===== config.mk =====
export PLATFORM = sky130hd
export DESIGN_NAME = alu8_flagged
export DESIGN_NICKNAME = d
export VERILOG_FILES = /design/src/rtl/alu8_pkg.sv /design/src/rtl/alu8_adder.sv /design/src/rtl/alu8_parity.sv /design/src/rtl/alu8_opdec.sv /design/src/rtl/alu8_flagreg.sv /design/src/rtl/alu8_flagged.sv
export SDC_FILE = /design/constraint.sdc
export NUM_CORES = 1
export LEC_CHECK = 0
export BUFFER_PORTS_ARGS = -buffer_cell sky130_fd_sc_hd__buf_2
export CAP_MARGIN = 20
export CORE_MARGIN = 5
export CORE_UTILIZATION = 58
export CTS_BUF_LIST = sky130_fd_sc_hd__clkbuf_8
export DETAILED_ROUTE_END_ITERATION = 8
export GPL_TIMING_DRIVEN = 0
export HOLD_SLACK_MARGIN = 0.12
export PLACE_DENSITY = 0.84
export SLEW_MARGIN = 20
export SYNTH_ARGS = -nofsm -noshare
export SYNTH_HDL_FRONTEND = slang
export SYNTH_SLANG_ARGS = --single-unit

===== constraint.sdc =====
create_clock -name clk -period 5.3 [get_ports clk]
set_input_delay 0.265 -clock clk [delete_from_list [all_inputs] [get_ports clk]]
set_output_delay 0.265 -clock clk [all_outputs]
set_load 0.02 [all_outputs]

===== src/rtl/alu8_pkg.sv =====
package alu8_pkg;

  localparam int unsigned OP_W = 5;

  localparam logic [OP_W-1:0] OP_ADD = 5'd0;
  localparam logic [OP_W-1:0] OP_ADC = 5'd1;
  localparam logic [OP_W-1:0] OP_SUB = 5'd2;
  localparam logic [OP_W-1:0] OP_SBB = 5'd3;
  localparam logic [OP_W-1:0] OP_AND = 5'd4;
  localparam logic [OP_W-1:0] OP_OR  = 5'd5;
  localparam logic [OP_W-1:0] OP_XOR = 5'd6;
  localparam logic [OP_W-1:0] OP_CMP = 5'd7;
  localparam logic [OP_W-1:0] OP_CMA = 5'd8;
  localparam logic [OP_W-1:0] OP_RLC = 5'd9;
  localparam logic [OP_W-1:0] OP_RRC = 5'd10;
  localparam logic [OP_W-1:0] OP_RAL = 5'd11;
  localparam logic [OP_W-1:0] OP_RAR = 5'd12;
  localparam logic [OP_W-1:0] OP_CMC = 5'd13;
  localparam logic [OP_W-1:0] OP_STC = 5'd14;
  localparam logic [OP_W-1:0] OP_INC = 5'd15;
  localparam logic [OP_W-1:0] OP_DEC = 5'd16;

  // Flag byte positions (neighbouring logic decodes these)
  localparam int unsigned FLAG_W  = 8;
  localparam int unsigned FB_S    = 7;
  localparam int unsigned FB_Z    = 6;
  localparam int unsigned FB_AC   = 4;
  localparam int unsigned FB_P    = 2;
  localparam int unsigned FB_ONE  = 1;
  localparam int unsigned FB_CY   = 0;

  typedef enum logic [1:0] {
    YS_OPND, YS_NOPND, YS_ZERO, YS_ONES
  } ysel_e;

  typedef enum logic [1:0] {
    CS_ZERO, CS_ONE, CS_CIN, CS_NCIN
  } csel_e;

  typedef enum logic [3:0] {
    RS_ADD, RS_AND, RS_OR, RS_XOR, RS_CMA,
    RS_RLC, RS_RRC, RS_RAL, RS_RAR, RS_PASS
  } rsel_e;

  typedef enum logic [2:0] {
    CY_COUT, CY_NCOUT, CY_ZERO, CY_MSB, CY_LSB, CY_NCIN, CY_ONE
  } cysel_e;

  typedef struct packed {
    ysel_e  ysel;
    csel_e  csel;
    rsel_e  rsel;
    cysel_e cysel;
    logic   ac_from_add;
    logic   upd_szp;
    logic   upd_ac;
    logic   upd_cy;
    logic   wr_acc;
  } ctrl_t;

endpackage


===== src/rtl/alu8_adder.sv =====
// Split adder: low half and high half chained, exposing the half carry.
module alu8_adder #(
  parameter int unsigned DATA_W = 8
) (
  input  logic [DATA_W-1:0] x_i,
  input  logic [DATA_W-1:0] y_i,
  input  logic              cin_i,
  output logic [DATA_W-1:0] sum_o,
  output logic              half_c_o,
  output logic              cout_o
);
  localparam int unsigned LO_W = DATA_W / 2;
  localparam int unsigned HI_W = DATA_W - LO_W;

  logic [LO_W:0] lo_sum;
  logic [HI_W:0] hi_sum;

  always_comb begin
    lo_sum = {1'b0, x_i[LO_W-1:0]} + {1'b0, y_i[LO_W-1:0]} + {{LO_W{1'b0}}, cin_i};
    hi_sum = {1'b0, x_i[DATA_W-1:LO_W]} + {1'b0, y_i[DATA_W-1:LO_W]}
           + {{HI_W{1'b0}}, lo_sum[LO_W]};
  end

  assign sum_o    = {hi_sum[HI_W-1:0], lo_sum[LO_W-1:0]};
  assign half_c_o = lo_sum[LO_W];
  assign cout_o   = hi_sum[HI_W];
endmodule


===== src/rtl/alu8_parity.sv =====
// Even-parity detector built as an XOR chain.
module alu8_parity #(
  parameter int unsigned DATA_W = 8
) (
  input  logic [DATA_W-1:0] d_i,
  output logic              even_o
);
  logic [DATA_W:0] chain;

  assign chain[0] = 1'b0;
  for (genvar i = 0; i < DATA_W; i++) begin : g_chain
    assign chain[i+1] = chain[i] ^ d_i[i];
  end

  assign even_o = ~chain[DATA_W];
endmodule


===== src/rtl/alu8_opdec.sv =====
// Maps the operation code onto datapath controls and flag update masks.
module alu8_opdec
  import alu8_pkg::*;
(
  input  logic [OP_W-1:0] op_i,
  output ctrl_t           ctrl_o
);
  always_comb begin
    ctrl_o             = '0;
    ctrl_o.ysel        = YS_OPND;
    ctrl_o.csel        = CS_ZERO;
    ctrl_o.rsel        = RS_PASS;
    ctrl_o.cysel       = CY_COUT;
    ctrl_o.ac_from_add = 1'b0;
    ctrl_o.upd_szp     = 1'b0;
    ctrl_o.upd_ac      = 1'b0;
    ctrl_o.upd_cy      = 1'b0;
    ctrl_o.wr_acc      = 1'b0;
    case (op_i)
      OP_ADD, OP_ADC, OP_SUB, OP_SBB, OP_CMP: begin
        ctrl_o.rsel        = RS_ADD;
        ctrl_o.ac_from_add = 1'b1;
        ctrl_o.upd_szp     = 1'b1;
        ctrl_o.upd_ac      = 1'b1;
        ctrl_o.upd_cy      = 1'b1;
        ctrl_o.wr_acc      = (op_i != OP_CMP);
        if (op_i == OP_ADD || op_i == OP_ADC) begin
          ctrl_o.ysel  = YS_OPND;
          ctrl_o.cysel = CY_COUT;
          ctrl_o.csel  = (op_i == OP_ADC) ? CS_CIN : CS_ZERO;
        end else begin
          ctrl_o.ysel  = YS_NOPND;
          ctrl_o.cysel = CY_NCOUT;
          ctrl_o.csel  = (op_i == OP_SBB) ? CS_NCIN : CS_ONE;
        end
      end
      OP_AND, OP_OR, OP_XOR: begin
        ctrl_o.rsel    = (op_i == OP_AND) ? RS_AND :
                         (op_i == OP_OR)  ? RS_OR  : RS_XOR;
        ctrl_o.cysel   = CY_ZERO;
        ctrl_o.upd_szp = 1'b1;
        ctrl_o.upd_ac  = 1'b1;
        ctrl_o.upd_cy  = 1'b1;
        ctrl_o.wr_acc  = 1'b1;
      end
      OP_CMA: begin
        ctrl_o.rsel   = RS_CMA;
        ctrl_o.wr_acc = 1'b1;
      end
      OP_RLC, OP_RAL: begin
        ctrl_o.rsel   = (op_i == OP_RLC) ? RS_RLC : RS_RAL;
        ctrl_o.cysel  = CY_MSB;
        ctrl_o.upd_cy = 1'b1;
        ctrl_o.wr_acc = 1'b1;
      end
      OP_RRC, OP_RAR: begin
        ctrl_o.rsel   = (op_i == OP_RRC) ? RS_RRC : RS_RAR;
        ctrl_o.cysel  = CY_LSB;
        ctrl_o.upd_cy = 1'b1;
        ctrl_o.wr_acc = 1'b1;
      end
      OP_CMC: begin
        ctrl_o.cysel  = CY_NCIN;
        ctrl_o.upd_cy = 1'b1;
      end
      OP_STC: begin
        ctrl_o.cysel  = CY_ONE;
        ctrl_o.upd_cy = 1'b1;
      end
      OP_INC, OP_DEC: begin
        ctrl_o.rsel        = RS_ADD;
        ctrl_o.ysel        = (op_i == OP_INC) ? YS_ZERO : YS_ONES;
        ctrl_o.csel        = (op_i == OP_INC) ? CS_ONE  : CS_ZERO;
        ctrl_o.ac_from_add = 1'b1;
        ctrl_o.upd_szp     = 1'b1;
        ctrl_o.upd_ac      = 1'b1;
        ctrl_o.wr_acc      = 1'b1;
      end
      default: ;
    endcase
  end
endmodule


===== src/rtl/alu8_flagreg.sv =====
// Five status bits with per-group update enables, packed into the flag byte.
module alu8_flagreg
  import alu8_pkg::*;
(
  input  logic              clk,
  input  logic              rst_n,
  input  logic              we_i,
  input  logic              upd_szp_i,
  input  logic              upd_ac_i,
  input  logic              upd_cy_i,
  input  logic              s_i,
  input  logic              z_i,
  input  logic              ac_i,
  input  logic              p_i,
  input  logic              cy_i,
  output logic [FLAG_W-1:0] flags_o
);
  logic s_q, z_q, ac_q, p_q, cy_q;
  logic s_d, z_d, ac_d, p_d, cy_d;
  logic en;

  assign en = we_i & (upd_szp_i | upd_ac_i | upd_cy_i);

  always_comb begin
    s_d  = upd_szp_i ? s_i  : s_q;
    z_d  = upd_szp_i ? z_i  : z_q;
    p_d  = upd_szp_i ? p_i  : p_q;
    ac_d = upd_ac_i  ? ac_i : ac_q;
    cy_d = upd_cy_i  ? cy_i : cy_q;
  end

  always_ff @(posedge clk or negedge rst_n) begin
    if (!rst_n) begin
      s_q  <= 1'b0;
      z_q  <= 1'b0;
      ac_q <= 1'b0;
      p_q  <= 1'b0;
      cy_q <= 1'b0;
    end else if (en) begin
      s_q  <= s_d;
      z_q  <= z_d;
      ac_q <= ac_d;
      p_q  <= p_d;
      cy_q <= cy_d;
    end
  end

  always_comb begin
    flags_o         = '0;
    flags_o[FB_S]   = s_q;
    flags_o[FB_Z]   = z_q;
    flags_o[FB_AC]  = ac_q;
    flags_o[FB_P]   = p_q;
    flags_o[FB_ONE] = 1'b1;
    flags_o[FB_CY]  = cy_q;
  end
endmodule


===== src/rtl/alu8_flagged.sv =====
module alu8_flagged
  import alu8_pkg::*;
#(
  parameter int unsigned DATA_W = 8
) (
  input  logic                clk,
  input  logic                rst_n,
  input  logic [DATA_W-1:0]   acc_i,
  input  logic [DATA_W-1:0]   opnd_i,
  input  logic [OP_W-1:0]     op_i,
  input  logic                carry_i,
  input  logic                flag_we_i,
  output logic [DATA_W-1:0]   result_o,
  output logic                result_we_o,
  output logic [FLAG_W-1:0]   flags_o
);
  localparam int unsigned MSB = DATA_W - 1;

  ctrl_t             ctrl;
  logic [DATA_W-1:0] add_y;
  logic              add_cin;
  logic [DATA_W-1:0] add_sum;
  logic              add_half_c;
  logic              add_cout;
  logic [DATA_W-1:0] res;
  logic              par_even;
  logic              ac_n;
  logic              cy_n;

  alu8_opdec u_dec (
    .op_i   (op_i),
    .ctrl_o (ctrl)
  );

  always_comb begin
    case (ctrl.ysel)
      YS_OPND:  add_y = opnd_i;
      YS_NOPND: add_y = ~opnd_i;
      YS_ZERO:  add_y = '0;
      default:  add_y = '1;
    endcase
    case (ctrl.csel)
      CS_ZERO: add_cin = 1'b0;
      CS_ONE:  add_cin = 1'b1;
      CS_CIN:  add_cin = carry_i;
      default: add_cin = ~carry_i;
    endcase
  end

  alu8_adder #(.DATA_W(DATA_W)) u_add (
    .x_i      (acc_i),
    .y_i      (add_y),
    .cin_i    (add_cin),
    .sum_o    (add_sum),
    .half_c_o (add_half_c),
    .cout_o   (add_cout)
  );

  always_comb begin
    case (ctrl.rsel)
      RS_ADD:  res = add_sum;
      RS_AND:  res = acc_i & opnd_i;
      RS_OR:   res = acc_i | opnd_i;
      RS_XOR:  res = acc_i ^ opnd_i;
      RS_CMA:  res = ~acc_i;
      RS_RLC:  res = {acc_i[MSB-1:0], acc_i[MSB]};
      RS_RRC:  res = {acc_i[0], acc_i[MSB:1]};
      RS_RAL:  res = {acc_i[MSB-1:0], carry_i};
      RS_RAR:  res = {carry_i, acc_i[MSB:1]};
      default: res = acc_i;
    endcase
  end

  alu8_parity #(.DATA_W(DATA_W)) u_par (
    .d_i    (res),
    .even_o (par_even)
  );

  always_comb begin
    ac_n = ctrl.ac_from_add & add_half_c;
    case (ctrl.cysel)
      CY_COUT:  cy_n = add_cout;
      CY_NCOUT: cy_n = ~add_cout;
      CY_ZERO:  cy_n = 1'b0;
      CY_MSB:   cy_n = acc_i[MSB];
      CY_LSB:   cy_n = acc_i[0];
      CY_NCIN:  cy_n = ~carry_i;
      default:  cy_n = 1'b1;
    endcase
  end

  alu8_flagreg u_flags (
    .clk       (clk),
    .rst_n     (rst_n),
    .we_i      (flag_we_i),
    .upd_szp_i (ctrl.upd_szp),
    .upd_ac_i  (ctrl.upd_ac),
    .upd_cy_i  (ctrl.upd_cy),
    .s_i       (res[MSB]),
    .z_i       (res == '0),
    .ac_i      (ac_n),
    .p_i       (par_even),
    .cy_i      (cy_n),
    .flags_o   (flags_o)
  );

  assign result_o    = res;
  assign result_we_o = ctrl.wr_acc;
endmodule


# Word level (Yosys, flattened, before mapping)
# Cells that the tools add are included.
# word_totals
reg_bits,5
input_bits,25
out_inout_bits,17
# classes
add_sub_neg,4
n_eq_ne,34
muxes,21
bitwise,19
reduce_logical,19
# op_table
operator,n
$pmux W8 S9,1
$eq A5 B4 Y1 const B,8
$pmux W8 S3,1
$eq A5 B3 Y1 const B,4
$pmux W4 S5,1
$reduce_or A10 Y1,2
$pmux W3 S6,1
$eq A4 B3 Y1 const B,4
$not A8 Y8,2
$reduce_or A14 Y1,1
$add A4 B4 Y5,2
$add A5 B1 Y5,2
$eq A5 B2 Y1 const B,2
$and A8 B8 Y8,1
$eq A4 B2 Y1 const B,2
$logic_not A8 Y1,1
$mux W2,4
$mux W4,2
$or A8 B8 Y8,1
$pmux W4 S2,1
$xor A8 B8 Y8,1
$reduce_or A7 Y1,1
$xor A1 B1 Y1,7
$eq A3 B2 Y1 const B,2
other kinds (26),43

# Depth between registers and ports, before layout
# depth
word_depth,18
mapped_depth,22

# Modules after synthesis
# Synthesis repeated with hierarchy kept, for this count alone.
# hier_totals
cells_unflattened,308
hier_area_um2,2179.6
# modules_own_cells
mod,n_inst,cells_per_inst,area_each_um2,seq_area_each_um2
alu8_flagged,1,187,1236.2,0.0
alu8_opdec,1,58,320.3,0.0
alu8_adder,1,33,287.8,0.0
alu8_flagreg,1,23,274.0,125.1
alu8_parity,1,7,61.3,0.0

# Worst setup path before layout
# No wires, ideal clock.
# synth_timing
path_kind,input -> register
from,in op_i[1]
to,reg u_flags.p_q
setup_time_ns,0.125
arrival_ns,4.645
t_required_ns,5.175
setup_slack_ns,0.531
stages,20
n_path_buf,3
cell_sequence,buf_6 buf_4 clkbuf_1 nand2_1 nor2_1 nand2_1 o21ai_0 a221oi_1 fa_1 fa_1 a21o_1 a21o_1 fa_1 inv_1 fa_1 nand2b_1 a41oi_2 xnor3_1 xnor2_1 mux2_2
# synth_between
word_cells_on_any_way,73
classes_between,add/sub: 4; eq/ne: 28; mux: 16; bitwise: 11; reduce/logical: 14
# synth_rtl
item,line_no,source
start: declaration,alu8_flagged.sv:10,"input logic [OP_W-1:0] op_i,"
$eq A5 B1 Y1 / $logic_not A5 Y1 (equally long branches),"alu8_opdec.sv:19, alu8_opdec.sv:27, alu8_opdec.sv:30",
$logic_or A1 B1 Y1,alu8_opdec.sv:27,if (op_i == OP_ADD || op_i == OP_ADC) begin
$mux W3,alu8_opdec.sv:27,
$pmux W4 S2,alu8_opdec.sv:19,case (op_i)
"$eq A2 B2 Y1, or another cell as far along",alu8_flagged.sv:36,case (ctrl.ysel)
$pmux W8 S3,alu8_flagged.sv:36,
$add A4 B4 Y5,alu8_adder.sv:19,"lo_sum = {1'b0, x_i[LO_W-1:0]} + {1'b0, y_i[LO_W-1:0]} + {{LO_W{1'b0}}, cin_i};"
$add A5 B1 Y5,alu8_adder.sv:19,
$add A5 B1 Y5,alu8_adder.sv:21,"+ {{HI_W{1'b0}}, lo_sum[LO_W]};"
$pmux W8 S9 (*),alu8_flagged.sv:60,case (ctrl.rsel)
named net result_o[5],alu8_flagged.sv:13,"output logic [DATA_W-1:0] result_o,"
$xor A1 B1 Y1 (*) (3 in series),alu8_parity.sv:12,assign chain[i+1] = chain[i] ^ d_i[i];
$not A1 Y1 (*),alu8_parity.sv:15,assign even_o = ~chain[DATA_W];
end signal: assignment,alu8_flagreg.sv:43,p_q <= p_d;
end: declaration,alu8_flagreg.sv:18,"logic s_q, z_q, ac_q, p_q, cy_q;"
# The timed path passes the listed nets; every way through them passes the cells marked *.
# A chain may end at the register's enable or synchronous reset.

# Worst setup path in the final report
# layout_timing
from,in op_i[4]
to,reg u_flags.p_q
# layout_between
elab_chain_len,17
word_cells_on_any_way,73
classes_between,add/sub: 4; eq/ne: 28; mux: 16; bitwise: 11; reduce/logical: 14
# layout_lines
item
branches (longest 17 deep; another with $add A4 B4 Y5)
# Parallel ways; which one is timed is not known.

==> flow_metrics.tcl <==
set metrics [dict create \
    seq_power_share_pct 12.5 \
    crit_buf_inv 5 \
    hold_ws_ns 0.403 \
    place_inst 357 \
    pwr-share-comb_pct 69.9 \
    numCtsBuffers 3 \
    h-tree-depth 1 \
    ir_drop_mv 0.143 \
    max_cap_viol_count 0 \
    p_leak_nw 1.15 \
    syn-mean-instance-area_um2 7.63 \
    status "complete, no violations" \
    final_nets 368 \
    clkTransAtPathRegs_ns 0.04 \
    rsz0062_at_grt "false" \
    maxSlewHeadroom_pct 60.2 \
    cp.required_ns 5.42 \
    hp-class "input pin to asynchronous set/reset pin" \
    p_per_area_nw_per_um2 177 \
    grt_overflow 0 \
    clockPowerShare_pct 17.5 \
    seq_area_frac_synth_pct 6.01 \
    p_switching_uw 190 \
    met3WireLength_um 600 \
    vias_per_cell 6.26 \
    wl_per_cell_um 16.8 \
    cts_resized 0 \
    routed_wl_um 6050 \
    cts_buffer_depth 2 \
    most-common-layout-cells "41 x buf_2, 23 x inv_1, 23 x nor2_1, 23 x ha_1" \
    synth_edf_count 0 \
    grt_pass1_wl_um 9500 \
    yosysWarnings 0 \
    finalSetupTns_ns 0 \
    tritoncts "built" \
    crit_chain "buf_2 > buf_6 > clkbuf_1 > clkbuf_1 > mux2_2 > a221oi_1 > fa_1 > fa_1 > a21o_1 > a21o_1 > fa_1 > inv_1 > fa_1 > nand2b_1 > a41oi_2 > xnor3_1 > xnor2_1 > mux2_2" \
    dr.pass1.iters 7 \
    hpwl_um 4800 \
    r2r_slack_ns 4.53 \
    critPathLaunchType "input pin" \
    synth-main-ff-cell "dfrtp_1" \
    post-route-drc-count 0 \
    ys_async_sr_fraction_pct 100 \
    gp_congestion 0.974 \
    wl_met2_um 2820 \
    p_int_uw 232 \
    syn-cell-area_um2 2080 \
    worst_setup_path_end_kind "flip-flop" \
    met1_length_um 2410 \
    setup_viol 0 \
    io_pins 42 \
    drt_iter0_drc 316 \
    slowest_delay_ns 0.47 \
    die_y_um 69.9 \
    fin_crit_sh_pct 92.1 \
    synth_cell_types 64 \
    vias 2260 \
    fmax_mhz 205 \
    ys_seq_elements 5 \
    placed_area_um2 2330 \
    final.min_clock_period_ns 4.88 \
    fp-row-count 21 \
    grt_max_degree 11 \
    cp_slowest_cell "fa_1" \
    grt.total_usage_pct 23.6 \
    final_area_um2 2380 \
    swShare_pct 45.0 \
    clock-sinks 5 \
    final_common_cell "buf_2" \
    area_growth_pct 14.3 \
    critical_path_class "input pin to flip-flop" \
    num_antenna_cells 0 \
    fill_cells 305 \
    io_buffers 37 \
    fp.dieW_um 69.9 \
    drive_gt1_share_pct 27.9 \
    synth_cells 273 \
    finClkSkew_ns 0 \
    path_max_fanout 10 \
    initial_core_util_pct 61.0 \
    top_layer "met4" \
    postRouteAntennaNets 0 \
    core_um2 3420 \
    antenna_found_initial 0 \
    slew_violations 0 \
    worstMarginPinSlew_ns 0.592 \
    worstPathArrival_ns 5.00 \
    dieArea_um2 4890 \
    cpLargestDelayFamily "adder cells" \
    finalHoldViolations 0 \
    clk_latency_ns 0.23 \
    cts-root-buf "clkbuf_8" \
    first_global_vias 2014 \
    crit_path_frequent_cell "fa_1" \
    fin_cells 361 \
]
kinds of logic (layout without fill, tap and decap cells):
logic type               count (synthesis)  count (layout)  share of synthesized area (%)
AO/OA/AOI/OAI                           84              84                           28.5
AND/OR/NAND/NOR                         81              81                           21.6
buffers and inverters                   49              90                           12.9
adder cells (fa/ha/maj)                 27              27                           17.7
multiplexers                            14              14                           7.39
XOR/XNOR                                11              11                           5.65
flip-flops                               5               5                           6.01
other                                    2               3                          0.360
per-layer routing:
layer / track usage (%) / vias to the layer above
met3: 4.73 / 32
met5: 0 / -
met2: 39.5 / 131
met4: 9.15 / 0
li1: - / 1059
met1: 29.8 / 1038
stage by stage:
step	total power, mW	utilization (%)	setup WS, ns
5_1_grt	0.450	69.7	0.159
3_3_place_gp	0.338	68.2	0.144
4_1_cts	0.420	69.8	0.331
6_report	0.422	69.7	0.420
3_5_place_dp	0.346	68.2	0.0906
2_1_floorplan	0.268	-	0.531
repair_timing:
item,4_1_cts,5_1_grt
setup endpoints to repair,0,1
hold endpoints to repair,5,0
hold buffers,1,0
buffers inserted,0,0
final timing paths:
check / from / endpoint / cells past startpoint
setup / recovery: op_i[4] / u_flags.p_q$_DFFE_PN0P_ / 18
hold reg to reg: u_flags.ac_q$_DFFE_PN0P_ / u_flags.ac_q$_DFFE_PN0P_ / 2
max in group asynchronous: rst_n / u_flags.s_q$_DFFE_PN0P_ / 2
min in group clk: u_flags.ac_q$_DFFE_PN0P_ / u_flags.ac_q$_DFFE_PN0P_ / 2
setup reg to reg: u_flags.cy_q$_DFFE_PN0P_ / u_flags.cy_q$_DFFE_PN0P_ / 1
hold / removal: rst_n / u_flags.z_q$_DFFE_PN0P_ / 2
synthesized netlist by cell type, types with 3 or more instances:
library cell   n  share of area (%)
a41oi_2        3                2.3
nand2_1       20                3.6
clkbuf_1       5               0.90
nand3_1        4               0.96
a22oi_1        7                2.5
nand2b_1       5                1.5
nor2_1        23                4.1
fa_1           4                3.8
mux2i_1        3                1.4
ha_1          23                 14
buf_6          4                2.2
a21o_1         6                2.2
xnor2_1        8                3.4
inv_1         22                4.0
nand3b_1       3                1.1
buf_4         10                3.6
a2bb2oi_1      3                1.3
o21ai_0       15                3.6
o22ai_1        4                1.2
buf_2          4               0.96
nor3_1         9                2.2
a221oi_1       7                2.9
dfrtp_1        5                6.0
mux2_2        11                5.9
a21oi_1       20                4.8
power groups by stage:
stage	clock, mW	combinational, mW	sequential, mW
global route	0.0763	0.320	0.0544
finish	0.0741	0.295	0.0530
CTS	0.0725	0.294	0.0529
global placement	0	0.286	0.0526
detailed placement	0	0.293	0.0535
floorplan	0	0.216	0.0518
state kept, by name (all words and copies together) (netlist names):
signal / flops
u_flags.cy_q: 1
u_flags.s_q: 1
u_flags.z_q: 1
u_flags.p_q: 1
u_flags.ac_q: 1
cell type report:
| class | count | area, um2 | area share [%] |
|---|---|---|---|
| clock buffer | 3 | 41.3 | 1.73 |
| sequential | 5 | 125 | 5.25 |
| tap | 46 | 57.6 | 2.42 |
| multi-input combinational | 220 | 1690 | 71.2 |
| clock inverter | 1 | 3.75 | 0.158 |
| inverter | 24 | 90.1 | 3.78 |
| buffer | 24 | 174 | 7.30 |
| timing repair buffer | 38 | 195 | 8.20 |
Power figures use the tool's default switching activity.
